`src/rtl/sarx_pkg.sv`:
```
package sarx_pkg;

   typedef enum logic [2:0] {
      FMT_START  = 3'b000,
      FMT_DELAY  = 3'b001,
      FMT_END16  = 3'b010,
      FMT_END24  = 3'b011,
      FMT_END20  = 3'b100,
      FMT_END18  = 3'b101,
      FMT_BAD6   = 3'b110,
      FMT_BAD7   = 3'b111
   } fmt_e;

   // code names a real format
   function automatic logic fmt_legal(fmt_e f);
      return !((f == FMT_BAD6) || (f == FMT_BAD7));
   endfunction

   // level of the frame clock that marks the left half
   function automatic logic fmt_left_level(fmt_e f);
      return (f != FMT_DELAY);
   endfunction

   // bit periods between the frame-clock change and the MSB (justified codes)
   function automatic logic fmt_msb_delay(fmt_e f);
      return (f == FMT_DELAY);
   endfunction

   // justified word (start or one-bit delay) as opposed to end-aligned
   function automatic logic fmt_justified(fmt_e f);
      return (f == FMT_START) || (f == FMT_DELAY);
   endfunction

   // index into the table of end-aligned word lengths
   function automatic logic [1:0] fmt_end_sel(fmt_e f);
      case (f)
         FMT_END16: return 2'd0;
         FMT_END18: return 2'd1;
         FMT_END20: return 2'd2;
         default:   return 2'd3;
      endcase
   endfunction

endpackage

```
`src/rtl/sarx_frame_track.sv`:
```
module sarx_frame_track #(
   parameter int CNT_W = 6
) (
   input  logic             clk,
   input  logic             rst_n,
   input  logic             lrclk,
   output logic             frame_edge,
   output logic             prev_level,
   output logic             edge_seen,
   output logic [CNT_W-1:0] bit_idx
);

   localparam logic [CNT_W-1:0] IDX_MAX = {CNT_W{1'b1}};

   logic             primed_q;
   logic             lr_q;
   logic             seen_q;
   logic [CNT_W-1:0] cnt_q;

   // the first sample after reset only loads the level history
   assign frame_edge = primed_q && (lrclk != lr_q);
   assign prev_level = lr_q;
   assign edge_seen  = seen_q;
   assign bit_idx    = frame_edge ? '0 : cnt_q;

   always_ff @(posedge clk or negedge rst_n) begin
      if (!rst_n) begin
         primed_q <= 1'b0;
         lr_q     <= 1'b0;
         seen_q   <= 1'b0;
         cnt_q    <= IDX_MAX;
      end else begin
         primed_q <= 1'b1;
         lr_q     <= lrclk;
         if (frame_edge) begin
            seen_q <= 1'b1;
         end
         if (bit_idx != IDX_MAX) begin
            cnt_q <= bit_idx + 1'b1;
         end else begin
            cnt_q <= IDX_MAX;
         end
      end
   end

endmodule

```
`src/rtl/sarx_capture.sv`:
```
module sarx_capture
   import sarx_pkg::*;
#(
   parameter int SAMPLE_W = 24,
   parameter int CNT_W    = 6
) (
   input  logic                clk,
   input  logic                rst_n,
   input  logic                sdata,
   input  logic                frame_edge,
   input  logic [CNT_W-1:0]    bit_idx,
   input  fmt_e                cap_fmt,
   input  fmt_e                word_fmt,
   output logic [SAMPLE_W-1:0] word
);

   localparam int N_END = 4;

   logic [SAMPLE_W-1:0] just_q;
   logic [SAMPLE_W-1:0] just_nxt;
   logic [SAMPLE_W-1:0] just_hit;
   logic [SAMPLE_W-1:0] just_base;
   logic [SAMPLE_W-1:0] shift_q;
   logic [SAMPLE_W-1:0] shift_nxt;
   logic [CNT_W-1:0]    msb_off;
   logic [SAMPLE_W-1:0] end_word [N_END];

   assign msb_off = CNT_W'(fmt_msb_delay(cap_fmt));

   // one comparator per output bit: bit b is taken at its fixed position
   for (genvar b = 0; b < SAMPLE_W; b++) begin : g_slot
      localparam logic [CNT_W-1:0] SLOT = CNT_W'(SAMPLE_W - 1 - b);
      assign just_hit[b] = (bit_idx == SLOT + msb_off);
   end

   assign just_base = frame_edge ? '0 : just_q;
   assign just_nxt  = (just_base & ~just_hit) | (just_hit & {SAMPLE_W{sdata}});
   assign shift_nxt = frame_edge ? {{(SAMPLE_W-1){1'b0}}, sdata}
                                 : {shift_q[SAMPLE_W-2:0], sdata};

   // end-aligned alignment variants, one per supported word length
   for (genvar g = 0; g < N_END; g++) begin : g_end
      localparam int LEN = (g == 0) ? 16 : (g == 1) ? 18 : (g == 2) ? 20 : 24;
      assign end_word[g] = SAMPLE_W'(shift_q[LEN-1:0]) << (SAMPLE_W - LEN);
   end

   always_comb begin
      if (fmt_justified(word_fmt)) begin
         word = just_q;
      end else begin
         word = end_word[fmt_end_sel(word_fmt)];
      end
   end

   always_ff @(posedge clk or negedge rst_n) begin
      if (!rst_n) begin
         just_q  <= '0;
         shift_q <= '0;
      end else begin
         just_q  <= just_nxt;
         shift_q <= shift_nxt;
      end
   end

endmodule

```
`src/rtl/sarx_pairing.sv`:
```
module sarx_pairing
   import sarx_pkg::*;
#(
   parameter int SAMPLE_W = 24
) (
   input  logic                clk,
   input  logic                rst_n,
   input  logic                frame_edge,
   input  logic                prev_level,
   input  logic                edge_seen,
   input  logic [2:0]          fmt_sel,
   input  logic [SAMPLE_W-1:0] word,
   output fmt_e                cap_fmt,
   output fmt_e                word_fmt,
   output logic [SAMPLE_W-1:0] left_out,
   output logic [SAMPLE_W-1:0] right_out,
   output logic                sample_valid,
   output logic                format_error
);

   fmt_e                active_q;
   fmt_e                req;
   logic                have_left_q;
   logic [SAMPLE_W-1:0] left_hold_q;
   logic                ended_left;
   logic                boundary;
   logic                commit;

   assign req        = fmt_e'(fmt_sel);
   assign ended_left = (prev_level == fmt_left_level(active_q));
   assign boundary   = frame_edge && !ended_left;
   assign commit     = boundary && have_left_q && (req == active_q) && fmt_legal(active_q);

   // the half beginning at a boundary is captured under the format adopted there
   assign cap_fmt  = boundary ? req : active_q;
   assign word_fmt = active_q;

   always_ff @(posedge clk or negedge rst_n) begin
      if (!rst_n) begin
         active_q     <= FMT_START;
         have_left_q  <= 1'b0;
         left_hold_q  <= '0;
         left_out     <= '0;
         right_out    <= '0;
         sample_valid <= 1'b0;
         format_error <= 1'b0;
      end else begin
         sample_valid <= commit;
         format_error <= !fmt_legal(req);
         if (commit) begin
            left_out  <= left_hold_q;
            right_out <= word;
         end
         if (frame_edge) begin
            if (ended_left) begin
               left_hold_q <= word;
               have_left_q <= edge_seen;
            end else begin
               have_left_q <= 1'b0;
               active_q    <= req;
            end
         end
      end
   end

endmodule

```
`src/rtl/serial_audio_rx.sv`:
```
module serial_audio_rx
   import sarx_pkg::*;
#(
   parameter int SAMPLE_W = 24,
   parameter int CNT_W    = 6
) (
   input  logic                bclk,
   input  logic                rst_n,
   input  logic                lrclk,
   input  logic                sdata,
   input  logic [2:0]          fmt_sel,
   output logic [SAMPLE_W-1:0] left_out,
   output logic [SAMPLE_W-1:0] right_out,
   output logic                sample_valid,
   output logic                format_error
);

   if (SAMPLE_W < 24) begin : g_bad_width
      $error("serial_audio_rx: SAMPLE_W must hold a 24-bit word");
   end
   if ((2 ** CNT_W) - 1 <= SAMPLE_W + 1) begin : g_bad_count
      $error("serial_audio_rx: CNT_W too small for the justified window");
   end

   logic                frame_edge;
   logic                prev_level;
   logic                edge_seen;
   logic [CNT_W-1:0]    bit_idx;
   logic [SAMPLE_W-1:0] word;
   fmt_e                cap_fmt;
   fmt_e                word_fmt;

   sarx_frame_track #(.CNT_W(CNT_W)) u_track (
      .clk        (bclk),
      .rst_n      (rst_n),
      .lrclk      (lrclk),
      .frame_edge (frame_edge),
      .prev_level (prev_level),
      .edge_seen  (edge_seen),
      .bit_idx    (bit_idx)
   );

   sarx_capture #(.SAMPLE_W(SAMPLE_W), .CNT_W(CNT_W)) u_capture (
      .clk        (bclk),
      .rst_n      (rst_n),
      .sdata      (sdata),
      .frame_edge (frame_edge),
      .bit_idx    (bit_idx),
      .cap_fmt    (cap_fmt),
      .word_fmt   (word_fmt),
      .word       (word)
   );

   sarx_pairing #(.SAMPLE_W(SAMPLE_W)) u_pairing (
      .clk          (bclk),
      .rst_n        (rst_n),
      .frame_edge   (frame_edge),
      .prev_level   (prev_level),
      .edge_seen    (edge_seen),
      .fmt_sel      (fmt_sel),
      .word         (word),
      .cap_fmt      (cap_fmt),
      .word_fmt     (word_fmt),
      .left_out     (left_out),
      .right_out    (right_out),
      .sample_valid (sample_valid),
      .format_error (format_error)
   );

endmodule

```
`config.mk`:
```
export PLATFORM = sky130hd
export DESIGN_NAME = serial_audio_rx
export DESIGN_NICKNAME = d
export VERILOG_FILES = /design/src/rtl/sarx_pkg.sv /design/src/rtl/sarx_frame_track.sv /design/src/rtl/sarx_capture.sv /design/src/rtl/sarx_pairing.sv /design/src/rtl/serial_audio_rx.sv
export SDC_FILE = /design/constraint.sdc
export NUM_CORES = 1
export LEC_CHECK = 0
export ABC_AREA = 1
export BUFFER_PORTS_ARGS = -buffer_cell sky130_fd_sc_hd__buf_2
export CAP_MARGIN = 20
export CORE_ASPECT_RATIO = 0.5
export CORE_MARGIN = 8
export CORE_UTILIZATION = 55
export CTS_BUF_LIST = sky130_fd_sc_hd__clkbuf_16
export DETAILED_ROUTE_END_ITERATION = 12
export PLACE_DENSITY_LB_ADDON = 0.12
export SYNTH_ARGS = -nofsm -noshare
export SYNTH_HDL_FRONTEND = slang
export SYNTH_SLANG_ARGS = --single-unit
```
`constraint.sdc`:
```
create_clock -name bclk -period 2.24 [get_ports bclk]
set_input_delay 0.112 -clock bclk [delete_from_list [all_inputs] [get_ports bclk]]
set_output_delay 0.112 -clock bclk [all_outputs]
set_load 0.005 [all_outputs]
```
==> summary.txt <==
Outcome
  • Status: complete, no violations

Drt
  • Initial drt markers: 637
  • Final WL: 16.4 mm
  • Drt pass-1 iters: 5
  • Vias per inst: 5.29
  • Routed wire per std cell: 15.5 um
  • # DRC: 0
  • Vias post-DR: 5,574
  • Antenna-violating nets left: 0

Setup path
  • Cell Chain, Critical Path: nand2_2, nand2_2, nor2_8, nand4_1, nand2_4, nand3_4, nand2_2, nand2_4, nor2_2, nand2_1, nand3_1, nand2_1
  • Startpoint Class: register
  • Critical path class: reg -> reg
  • Required time worst endpoint: approximately 2.6 ns
  • Crit path max fanout: 11
  • Slowest CP cell: dfrtp_2
  • CP max stage delay: 0.44 ns
  • Crit path capture type: register
  • CP Data Arrival Time: 2.42 ns
  • Most frequent CP cell: nand2_2

Placed design
  • Placed insts: 1,012
  • GPL Wtd Cong: 0.892
  • Port-buffer cells: 56
  • Final HPWL DP: 11.0 mm

CTS
  • # H-tree levels: 4
  • Root Buffer: clkbuf_16
  • Clock buffer depth: 2
  • TritonCTS clock tree: done
  • Clock Sinks: 135
  • Clk slew on worst S/H paths: approximately 0.060 ns
  • Worst skew pair latency: 0.43 ns
  • TritonCTS Buffers: 17

Global routing
  • First-pass GRT wire length: ~27 mm
  • Gr usage total: 0.217
  • GRT overflow: 0
  • Largest net degree at the start of global routing: 66
  • Vias in the first global route: about 5,300
  • Initial antenna violation count: 0

Synth
  • Synthesized flop and latch total: approximately 140
  • Netlist cell types: 38
  • Syn Nets: ~810
  • Synth Warn #: 0
  • Mapped cell area: 6480 um2
  • Mean Syn Cell Area: 8.04 um2
  • Mapped Cells: 805
  • Post-synthesis sequential area ratio: 0.523

STA
  • Slew at the pin with the worst max-slew slack: 0.615 ns
  • Final min period: between 2 and 2.5 ns
  • Post-Route Skew: 0.00946 ns
  • Headroom to the max-slew limit: 0.589
  • Setup TNS: 0 ns
  • Max Clk Rate: roughly 470 MHz
  • Final Max Slew Viols: 0
  • Hold WS: 0.0473 ns
  • Final Hold Violating Endpoints: 0
  • Final period util: 0.943
  • Finish-stage setup viols: 0

Final layout
  • Area Growth Syn to Fin: 19.6%
  • Final design utilization: 0.664
  • Fin nets: 885
  • Fin cells: 1,054
  • N_diodes: 0
  • Layout cells sized above 1: 0.188

Pwr
  • Clock network power share: 0.359
  • Worst VDD drop: 0.000553 V
  • Net switching power: 2.78 mW
  • Leak: 3.89 nW
  • Internal power: around 5.4 mW
  • Net Sw Frac: 0.342
  • Sequential Power Share: 0.378
  • Pwr Density: 1050 nW/um2
  • Comb pwr share: 0.263

Floorplan
  • IO Pins: 57
  • DIE HEIGHT: ~93 um
  • Initial Util: 0.555
  • Core area: 11,700 um2
  • Die ar.: 15,700 um2
  • Die width: 169 um
  • Cell row count: 28

Hold path
  • Path type of the worst min-delay path: in -> reg

Flow run
  • Max Cap Viol: 0
cell type report:
class	count	area [um2]
multi-input cells	538	2560
clock buffers	17	425
repair buffers	90	614
fillers	990	3920
flip-flops and latches	135	3390
inverters	95	364
well taps	165	206
clock inverters	14	185
layer usage:
layer  routed length (um)  up-vias  global-route usage
met1                 8010     2650               0.313
met3                 1160       22              0.0586
met4                  249        0              0.0768
met5                    0        -                   0
met2                 6960      187               0.309
li1                     -     2715                   -
cells in the mapped netlist, drive strengths merged:
| cell type | number | area share |
|---|---|---|
| nand4 | 21 | 0.020 |
| nor4 | 1 | 0.00097 |
| o21ai | 87 | 0.067 |
| o211ai | 5 | 0.0058 |
| clkbuf | 20 | 0.012 |
| conb | 1 | 0.00058 |
| xor2 | 2 | 0.0027 |
| nand2 | 244 | 0.15 |
| nand3 | 55 | 0.052 |
| clkinv | 2 | 0.0014 |
| dfrtp | 129 | 0.50 |
| a31oi | 8 | 0.0077 |
| nor3 | 1 | 0.00077 |
| ha | 1 | 0.0019 |
| a21oi | 2 | 0.0015 |
| nor2 | 97 | 0.070 |
| o21bai | 1 | 0.0012 |
| o221ai | 3 | 0.0041 |
| or2 | 1 | 0.00097 |
| buf | 19 | 0.018 |
| dfstp | 6 | 0.024 |
| a22oi | 4 | 0.0046 |
| inv | 93 | 0.054 |
| o32ai | 2 | 0.0027 |
worst max-delay path: cells and delay by family (launching register included):
| kind | cells | cell delay, ns |
|---|---|---|
| and+or+nand+nor | 12 | 1.54 |
| DFF | 1 | 0.44 |
power groups by stage:
stage                     logic [mW]  registers (mW)  clock network, mW
after detailed placement        2.02            3.12                  0
after global routing            2.40            3.13               3.06
after global placement          1.98            3.11                  0
after CTS                       2.05            3.08               2.96
after floorplan                 1.36            3.08                  0
final                           2.14            3.08               2.93
cells in the final DEF, fill, tap and decap left out, types with 6 or more instances in the layout:
cell / netlist / routed
nand2_1: 234 / 232
dfrtp_1: 129 / 128
inv_1: 89 / 89
o21ai_0: 84 / 84
nor2_1: 83 / 81
buf_2: 11 / 55
nand3_1: 49 / 49
buf_4: 1 / 25
nand4_1: 21 / 21
clkbuf_16: 0 / 17
nor2_2: 5 / 9
nand2_2: 8 / 9
nor2_4: 8 / 8
a31oi_1: 8 / 8
inv_6: 0 / 8
dfstp_2: 6 / 6
state kept, by name, summed over array words and instances (netlist names), 3 cells and up:
| signal | cells |
|---|---|
| u_capture.just_q | 24 |
| u_capture.shift_q | 24 |
| u_pairing.left_hold_q | 24 |
| u_pairing.left_out | 24 |
| u_pairing.right_out | 24 |
| u_track.cnt_q | 6 |
| u_pairing.word_fmt | 3 |
through the flow:
stage | area, um2 | power (mW) | setup WS [ns]
2_1_floorplan | 6480 | 4.43 | 0.399
5_1_grt | 7750 | 8.59 | -0.00990
3_3_place_gp | 7020 | 5.09 | 0.214
4_1_cts | 7670 | 8.09 | 0.0967
6_report | 7750 | 8.15 | 0.128
3_5_place_dp | 7020 | 5.14 | 0.133
path summary, 6_finish.rpt:
path,startpoint,endpoint,slack [ns],cells after the start
min in group asynchronous,rst_n,u_track.edge_seen$_DFFE_PN0P_,0.17,2
min,fmt_sel[0],u_pairing.word_fmt[0]$_DFFE_PN0N_,0.05,3
max,u_track.prev_level$_DFF_PN0_,u_capture.just_q[11]$_DFF_PN0_,0.13,12
max reg2reg,u_track.prev_level$_DFF_PN0_,u_capture.just_q[11]$_DFF_PN0_,0.13,12
min reg2reg,u_track.edge_seen$_DFFE_PN0P_,u_track.edge_seen$_DFFE_PN0P_,0.46,2
max in group asynchronous,rst_n,u_pairing.right_out[17]$_DFFE_PN0P_,1.33,3
what timing repair did:
item                                    CTS  global route
hold endpoints to repair                 44             0
hold buffers                              4             0
resized for setup                         0             6
setup buffers                             0             5
endpoints found under the setup margin    0            19
cell families after synthesis:
group,Yosys count,share of synthesized area
adders and majority gates,1,0.00193
buffers and inverters,134,0.0856
and+or+nand+nor,420,0.292
AOI/OAI and AO/OA,112,0.0949
other,1,0.000579
DFF,135,0.523
xor gates and xnor gates,2,0.00271
No activity file was read; power rests on OpenSTA's default activity.
